<file path="config.mk">
export PLATFORM = sky130hd
export DESIGN_NAME = pcpwm_timer
export DESIGN_NICKNAME = d
export VERILOG_FILES = /design/src/rtl/pcpwm_pkg.sv /design/src/rtl/pcpwm_regs.sv /design/src/rtl/pcpwm_counter.sv /design/src/rtl/pcpwm_channel.sv /design/src/rtl/pcpwm_timer.sv
export SDC_FILE = /design/constraint.sdc
export NUM_CORES = 1
export LEC_CHECK = 0
export BUFFER_PORTS_ARGS = -buffer_cell sky130_fd_sc_hd__buf_2
export CELL_PAD_IN_SITES_DETAIL_PLACEMENT = 1
export CELL_PAD_IN_SITES_GLOBAL_PLACEMENT = 1
export CORE_MARGIN = 5
export CORE_UTILIZATION = 37
export CTS_BUF_LIST = sky130_fd_sc_hd__clkbuf_16
export DETAILED_ROUTE_END_ITERATION = 16
export PLACE_DENSITY = 0.7
export SYNTH_ARGS = -nofsm -noshare
export SYNTH_HDL_FRONTEND = slang
export SYNTH_SLANG_ARGS = --single-unit
</file>
<file path="constraint.sdc">
create_clock -name clk -period 4.5 [get_ports clk]
set_input_delay 0 -clock clk [delete_from_list [all_inputs] [get_ports clk]]
set_output_delay 0 -clock clk [all_outputs]
set_load 0.1 [all_outputs]
</file>
<file path="src/rtl/pcpwm_pkg.sv">
package pcpwm_pkg;
  localparam logic [3:0] WM_FIX8     = 4'd1;
  localparam logic [3:0] WM_FIX9     = 4'd2;
  localparam logic [3:0] WM_FIX10    = 4'd3;
  localparam logic [3:0] WM_TOP_CAP  = 4'd10;
  localparam logic [3:0] WM_TOP_CMPA = 4'd11;

  localparam logic [1:0] OM_NONINV = 2'd2;
  localparam logic [1:0] OM_INV    = 2'd3;

  localparam int ADDR_CTRL = 0;
  localparam int ADDR_CMP0 = 1;
  localparam int WMODE_W   = 4;
  localparam int OMODE_W   = 2;
endpackage

</file>
<file path="src/rtl/pcpwm_regs.sv">
module pcpwm_regs
  import pcpwm_pkg::*;
#(
  parameter int CNT_W  = 16,
  parameter int NUM_CH = 2,
  parameter int ADDR_W = 3
) (
  input  logic                              clk,
  input  logic                              rst_n,
  input  logic                              wr_en,
  input  logic [ADDR_W-1:0]                 wr_addr,
  input  logic [CNT_W-1:0]                  wr_data,
  input  logic                              set_ovf,
  input  logic [NUM_CH-1:0]                 set_cmp,
  input  logic                              set_cap,
  output logic [WMODE_W-1:0]                wave_mode,
  output logic [NUM_CH-1:0][OMODE_W-1:0]    out_mode,
  output logic [CNT_W-1:0]                  cap_val,
  output logic                              flg_ovf,
  output logic [NUM_CH-1:0]                 flg_cmp,
  output logic                              flg_cap
);
  localparam int CTRL_W   = WMODE_W + OMODE_W * NUM_CH;
  localparam int CAP_ADDR = ADDR_CMP0 + NUM_CH;
  localparam int FLG_ADDR = CAP_ADDR + 1;
  localparam int FLG_W    = NUM_CH + 2;

  logic [CTRL_W-1:0] ctrl_q, ctrl_d;
  logic [CNT_W-1:0]  cap_q, cap_d;
  logic [FLG_W-1:0]  flg_q, flg_d, flg_set, flg_clr;

  always_comb begin
    ctrl_d  = ctrl_q;
    cap_d   = cap_q;
    flg_clr = '0;
    if (wr_en && (wr_addr == ADDR_W'(ADDR_CTRL))) ctrl_d = wr_data[CTRL_W-1:0];
    if (wr_en && (wr_addr == ADDR_W'(CAP_ADDR)))  cap_d  = wr_data;
    if (wr_en && (wr_addr == ADDR_W'(FLG_ADDR)))  flg_clr = wr_data[FLG_W-1:0];
    flg_set = {set_cap, set_cmp, set_ovf};
    // a set event in the same cycle as a clear wins
    flg_d   = (flg_q & ~flg_clr) | flg_set;
  end

  always_ff @(posedge clk or negedge rst_n) begin
    if (!rst_n) begin
      ctrl_q <= '0;
      cap_q  <= '0;
      flg_q  <= '0;
    end else begin
      ctrl_q <= ctrl_d;
      cap_q  <= cap_d;
      flg_q  <= flg_d;
    end
  end

  assign wave_mode = ctrl_q[WMODE_W-1:0];
  generate
    for (genvar i = 0; i < NUM_CH; i++) begin : g_om
      assign out_mode[i] = ctrl_q[WMODE_W + OMODE_W*i +: OMODE_W];
    end
  endgenerate
  assign cap_val = cap_q;
  assign flg_ovf = flg_q[0];
  assign flg_cmp = flg_q[NUM_CH:1];
  assign flg_cap = flg_q[NUM_CH+1];
endmodule

</file>
<file path="src/rtl/pcpwm_counter.sv">
module pcpwm_counter
  import pcpwm_pkg::*;
#(
  parameter int CNT_W = 16
) (
  input  logic               clk,
  input  logic               rst_n,
  input  logic               tick,
  input  logic [WMODE_W-1:0] wave_mode,
  input  logic [CNT_W-1:0]   cap_val,
  input  logic [CNT_W-1:0]   act_a,
  output logic [CNT_W-1:0]   cnt,
  output logic [CNT_W-1:0]   cmp_mask,
  output logic               rising,
  output logic               run_tick,
  output logic               ev_top,
  output logic               ev_bot
);
  localparam logic [CNT_W-1:0] TOP8  = CNT_W'(10'h0FF);
  localparam logic [CNT_W-1:0] TOP9  = CNT_W'(10'h1FF);
  localparam logic [CNT_W-1:0] TOP10 = CNT_W'(10'h3FF);
  localparam logic [CNT_W-1:0] ONE   = CNT_W'(1);

  logic [CNT_W-1:0] cnt_q, cnt_d, top;
  logic             up_q, up_d, run, fixed, at_top, at_bot;

  always_comb begin
    run   = 1'b1;
    fixed = 1'b0;
    top   = '1;
    case (wave_mode)
      WM_FIX8:     begin top = TOP8;  fixed = 1'b1; end
      WM_FIX9:     begin top = TOP9;  fixed = 1'b1; end
      WM_FIX10:    begin top = TOP10; fixed = 1'b1; end
      WM_TOP_CAP:  top = cap_val;
      WM_TOP_CMPA: top = act_a;
      default:     run = 1'b0;
    endcase
  end

  assign cmp_mask = fixed ? top : '1;
  assign at_top   = up_q && (cnt_q >= top);
  assign at_bot   = !up_q && (cnt_q == '0);
  assign rising   = up_q ? !at_top : at_bot;
  assign run_tick = tick && run;
  assign ev_top   = run_tick && at_top;
  assign ev_bot   = run_tick && at_bot;

  always_comb begin
    cnt_d = cnt_q;
    up_d  = up_q;
    if (run_tick) begin
      if (up_q) begin
        if (at_top) begin
          up_d = 1'b0;
          if (cnt_q != '0) cnt_d = cnt_q - ONE;
        end else begin
          cnt_d = cnt_q + ONE;
        end
      end else begin
        if (at_bot) begin
          up_d  = 1'b1;
          cnt_d = ONE;
        end else begin
          cnt_d = cnt_q - ONE;
        end
      end
    end
  end

  always_ff @(posedge clk or negedge rst_n) begin
    if (!rst_n) begin
      cnt_q <= '0;
      up_q  <= 1'b1;
    end else begin
      cnt_q <= cnt_d;
      up_q  <= up_d;
    end
  end

  assign cnt = cnt_q;
endmodule

</file>
<file path="src/rtl/pcpwm_channel.sv">
module pcpwm_channel
  import pcpwm_pkg::*;
#(
  parameter int CNT_W = 16
) (
  input  logic               clk,
  input  logic               rst_n,
  input  logic               wr_stb,
  input  logic [CNT_W-1:0]   wr_data,
  input  logic [CNT_W-1:0]   cmp_mask,
  input  logic [CNT_W-1:0]   cnt,
  input  logic               rising,
  input  logic               run_tick,
  input  logic               ev_top,
  input  logic [OMODE_W-1:0] out_mode,
  output logic [CNT_W-1:0]   buf_val,
  output logic [CNT_W-1:0]   act_val,
  output logic               match,
  output logic               pwm
);
  logic [CNT_W-1:0] buf_q, buf_d, act_q, act_d;
  logic             oc_q, oc_d;

  always_comb begin
    buf_d = wr_stb ? (wr_data & cmp_mask) : buf_q;
    act_d = ev_top ? buf_q : act_q;
    match = run_tick && (cnt == act_q);
    oc_d  = oc_q;
    if (match) oc_d = !rising;
  end

  always_ff @(posedge clk or negedge rst_n) begin
    if (!rst_n) begin
      buf_q <= '0;
      act_q <= '0;
      oc_q  <= 1'b0;
    end else begin
      buf_q <= buf_d;
      act_q <= act_d;
      oc_q  <= oc_d;
    end
  end

  always_comb begin
    case (out_mode)
      OM_NONINV: pwm = oc_q;
      OM_INV:    pwm = !oc_q;
      default:   pwm = 1'b0;
    endcase
  end

  assign buf_val = buf_q;
  assign act_val = act_q;
endmodule

</file>
<file path="src/rtl/pcpwm_timer.sv">
module pcpwm_timer
  import pcpwm_pkg::*;
#(
  parameter int CNT_W  = 16,
  parameter int NUM_CH = 2,
  parameter int ADDR_W = 3
) (
  input  logic              clk,
  input  logic              rst_n,
  input  logic              tick,
  input  logic              wr_en,
  input  logic [ADDR_W-1:0] wr_addr,
  input  logic [CNT_W-1:0]  wr_data,
  output logic [CNT_W-1:0]  cnt_out,
  output logic [NUM_CH-1:0] pwm_out,
  output logic              flag_ovf,
  output logic [NUM_CH-1:0] flag_cmp,
  output logic              flag_top_cap
);
  logic [WMODE_W-1:0]             wave_mode;
  logic [NUM_CH-1:0][OMODE_W-1:0] out_mode;
  logic [CNT_W-1:0]               cap_val, cmp_mask;
  logic [CNT_W-1:0]               ch_act [NUM_CH];
  logic [CNT_W-1:0]               ch_buf [NUM_CH];
  logic [NUM_CH-1:0]              ch_match, set_cmp;
  logic                           rising, run_tick, ev_top, ev_bot;

  pcpwm_regs #(.CNT_W(CNT_W), .NUM_CH(NUM_CH), .ADDR_W(ADDR_W)) u_regs (
    .clk(clk), .rst_n(rst_n),
    .wr_en(wr_en), .wr_addr(wr_addr), .wr_data(wr_data),
    .set_ovf(ev_bot), .set_cmp(set_cmp),
    .set_cap(ev_top && (wave_mode == WM_TOP_CAP)),
    .wave_mode(wave_mode), .out_mode(out_mode), .cap_val(cap_val),
    .flg_ovf(flag_ovf), .flg_cmp(flag_cmp), .flg_cap(flag_top_cap)
  );

  pcpwm_counter #(.CNT_W(CNT_W)) u_cnt (
    .clk(clk), .rst_n(rst_n), .tick(tick),
    .wave_mode(wave_mode), .cap_val(cap_val), .act_a(ch_act[0]),
    .cnt(cnt_out), .cmp_mask(cmp_mask), .rising(rising),
    .run_tick(run_tick), .ev_top(ev_top), .ev_bot(ev_bot)
  );

  generate
    for (genvar i = 0; i < NUM_CH; i++) begin : g_ch
      pcpwm_channel #(.CNT_W(CNT_W)) u_ch (
        .clk(clk), .rst_n(rst_n),
        .wr_stb(wr_en && (wr_addr == ADDR_W'(ADDR_CMP0 + i))),
        .wr_data(wr_data), .cmp_mask(cmp_mask), .cnt(cnt_out),
        .rising(rising), .run_tick(run_tick), .ev_top(ev_top),
        .out_mode(out_mode[i]),
        .buf_val(ch_buf[i]), .act_val(ch_act[i]),
        .match(ch_match[i]), .pwm(pwm_out[i])
      );
      if (i == 0) begin : g_top_flag
        // channel A's flag also marks the TOP reload when it defines TOP
        assign set_cmp[i] = ch_match[i] || (ev_top && (wave_mode == WM_TOP_CMPA));
      end else begin : g_plain_flag
        assign set_cmp[i] = ch_match[i];
      end
    end
  endgenerate
endmodule

</file>
==> impl_metrics.json <==
{
  "status": "complete, no violations",
  "power_frac_comb_pct": 36.5,
  "stdcell_count": 843,
  "avgSynthCellArea_um2": 10.6,
  "tns_ps": 0,
  "slowest_delay_ps": 610,
  "setup_violations": 0,
  "die_w_um": 138,
  "final_area_um2": 6910,
  "relSlewSlack_pct": 22.6,
  "fin_crit_sh_pct": 86.6,
  "tightest_slew_ps": 1150,
  "syn_nets": 615,
  "cts_buffer_depth": 2,
  "ir_drop_v": 0.000292,
  "grt_pass1_vias": 5094,
  "path_cells": "nand2_1, or3_1, o22ai_1, ha_1, a21oi_1, o21ai_1, a211o_1, or3b_4, a31oi_2, buf_4, nand2_1, a221o_1",
  "finalClockSkew_ps": 13.2,
  "antenna_cells": 0,
  "die_area_um2": 19200,
  "routedWlPerCell_um": 19.8,
  "powerDensity_nw_per_um2": 480,
  "initial_core_util_pct": 37.2,
  "htree_num_levels": 3,
  "n_fill_cell": 1837,
  "p_leak_nw": 3.08,
  "cts_sinks": 111,
  "cts_resized": 0,
  "critPathArrivalTime_ps": 4150,
  "ys.warnings.count": 0,
  "hold-worst-slack_ps": 69.1,
  "ys_ff_latch": 111,
  "startpoint_type": "flip-flop",
  "io_buffers": 44,
  "die-height_um": 138,
  "ys_types": 71,
  "synth_top_area_share_pct": 45.1,
  "p_total_mw": 3.31,
  "antenna_found_initial": 0,
  "clockPowerShare_pct": 22.2,
  "cp_top_family": "compound AO/OA/AOI/OAI gates",
  "fmax_mhz": 257,
  "cp_max_fo": 18,
  "switchingPower_mw": 1.40,
  "final_layout_size_suffix_gt1_share_pct": 22.2,
  "clock_latency_ps": 360,
  "gp_congestion": 0.878,
  "dpl.hpwl_mm": 12.0,
  "dpl_cell_area_um2": 6470,
  "wirelength_mm": 16.7,
  "grt_max_degree": 64,
  "synth.cell_area_um2": 6100,
  "cp_data_required_time_ps": 4750,
  "drc": 0,
  "critPathSlowestCell": "dfrtp_1",
  "synth-main-ff-cell": "dfrtp_1",
  "vias_per_cell": 5.49,
  "synth_cells": 574,
  "clkTransAtPathRegs_ps": 80,
  "sw_frac_of_total_pct": 42.4,
  "cts_buffers": 9,
  "synthToLayoutAreaGrowth_pct": 13.1,
  "crit_top_cell": "nand2_1",
  "vias": 4625,
  "place_inst": 810,
  "root_buffer": "clkbuf_16",
  "ios": 45,
  "route.antenna.remaining_nets": 0,
  "synth_largest_area_cell": "dfrtp_1",
  "pwr-share-seq_pct": 41.3,
  "path_class": "flip-flop to flip-flop",
  "rsz0062_at_grt": "no",
  "crit_buf_inv": 1,
  "nNetsFinal": 659,
  "rows": 47,
  "synth-edff-count": 0,
  "cts_tree": "yes",
  "grt_pass1_wl_mm": 27.4,
  "grt_overflow": 0,
  "drt_iter0_markers": 185,
  "ys_seq_area_share_pct": 45.5,
  "fp.coreArea_um2": 16400,
  "p_int_mw": 1.91,
  "first_pass_iters": 4,
  "ys_async_sr_fraction_pct": 100,
  "max_cap_viol_count": 0,
  "synth_area_leaders": "dfrtp_1, mux2_2, mux2_1",
  "hold_buffers": 17,
  "fin_crit_ps": 3900,
  "endpoint_kind": "flip-flop",
  "hp-class": "input port to flip-flop",
  "cts_setup_buffers": 0,
  "final-hold-violation-count": 0,
  "grt_use_total_pct": 17.8,
  "slew_violations": 0
}
[metrics by stage]
step	worst slack [ps]	utilization, %
finish	602	42.1
global route	386	42.1
CTS	622	42.1
detailed placement	658	39.4
global placement	834	39.4
floorplan	1120	-
[logic make-up after synthesis]
logic type | Yosys count | share of synthesized area, %
compound gates | 111 | 12.0
xor+xnor | 35 | 5.02
fa+ha+maj | 18 | 3.69
buf+inv | 49 | 4.22
flops | 111 | 45.5
mux | 83 | 15.1
simple gates | 167 | 14.4
[layout by cell type (no fill, tap or decap), types with 8 or more instances in the layout]
master,synthesis,routed
dfrtp_1,110,110
nand2_1,59,59
mux2_2,47,47
buf_2,5,43
o21ai_0,38,38
xnor2_1,29,29
mux2_1,28,28
nor2_1,26,26
a21oi_1,19,19
ha_1,18,18
dlygate4sd3_1,0,17
nor3_1,14,14
buf_4,3,14
nand4_1,13,13
inv_1,8,9
nand3_1,9,9
clkbuf_16,0,9
mux2i_1,8,8
[registers in the layout (all words and copies together), names as in the netlist]
signal / count
g_ch.u_ch.buf_val: 32
u_regs.flg_q: 4
u_regs.ctrl_q: 8
u_regs.cap_val: 16
g_ch.u_ch.act_val: 32
g_ch.u_ch.oc_q: 2
u_cnt.cnt: 16
u_cnt.up_q: 1
[Yosys cell counts (4+ instances only)]
cell and count:
ha_1 18, and3_1 6, nand4_1 13, a31oi_1 4, xnor2_1 29, o21ai_1 6
nor3_1 14, clkbuf_1 26, mux2_2 47, dfrtp_1 110, a21oi_1 19, o22ai_1 7
buf_6 4, xor2_1 6, inv_1 8, buf_2 5, nand3_1 9, mux2_1 28
or3_1 7, a22oi_1 6, o21ai_0 38, mux2i_1 8, a211o_1 4, nor2_1 26
nand2_1 59
[worst reg2reg max path: cells and delay by family, from the launching register on]
family / cells / cell delay (ps)
AO/OA/AOI/OAI: 6 / 1450
adder cells (fa/ha/maj): 1 / 290
AND/OR/NAND/NOR: 4 / 1190
flip-flops: 1 / 610
buffers and inverters: 1 / 250
[routing by layer]
metal	vias to the layer above	global-route usage [%]	wire, um
li1	2147	-	-
met4	0	6.34	347
met3	23	3.28	542
met2	71	31.2	8540
met1	2384	22.1	7220
met5	-	0	0
[worst paths after layout]
kind | start | to | slack (ps) | cells past startpoint
max | u_regs.ctrl_q[3] | u_cnt.cnt[8] | 600 | 12
min | wr_addr[0] | u_regs.flg_q[2] | 70 | 5
max reg2reg | u_regs.ctrl_q[3] | u_cnt.cnt[8] | 600 | 12
min reg2reg | u_regs.flg_q[2] | u_regs.flg_q[2] | 480 | 2
max in group asynchronous | rst_n | u_regs.ctrl_q[4] | 3080 | 3
min in group asynchronous | rst_n | u_cnt.cnt[15] | 270 | 2
[power by group through the flow]
stage	Combinational [mW]	Sequential, mW	Clock, mW
finish	1.21	1.37	0.737
global route	1.31	1.40	0.800
CTS	1.22	1.37	0.759
detailed placement	1.20	1.39	0
global placement	1.16	1.38	0
floorplan	0.668	1.59	0
[area by class of cell]
| class | count | area (um^2) | area share [%] |
|---|---|---|---|
| Sequential cell | 111 | 2780 | 40.2 |
| Tap cell | 220 | 275 | 3.99 |
| Clock inverter | 7 | 38.8 | 0.562 |
| Clock buffer | 9 | 225 | 3.26 |
| Timing Repair Buffer | 74 | 490 | 7.10 |
| Inverter | 8 | 30.0 | 0.435 |
| Multi-Input combinational cell | 414 | 3070 | 44.4 |
Note: power is estimated with default switching activity, not from simulation.
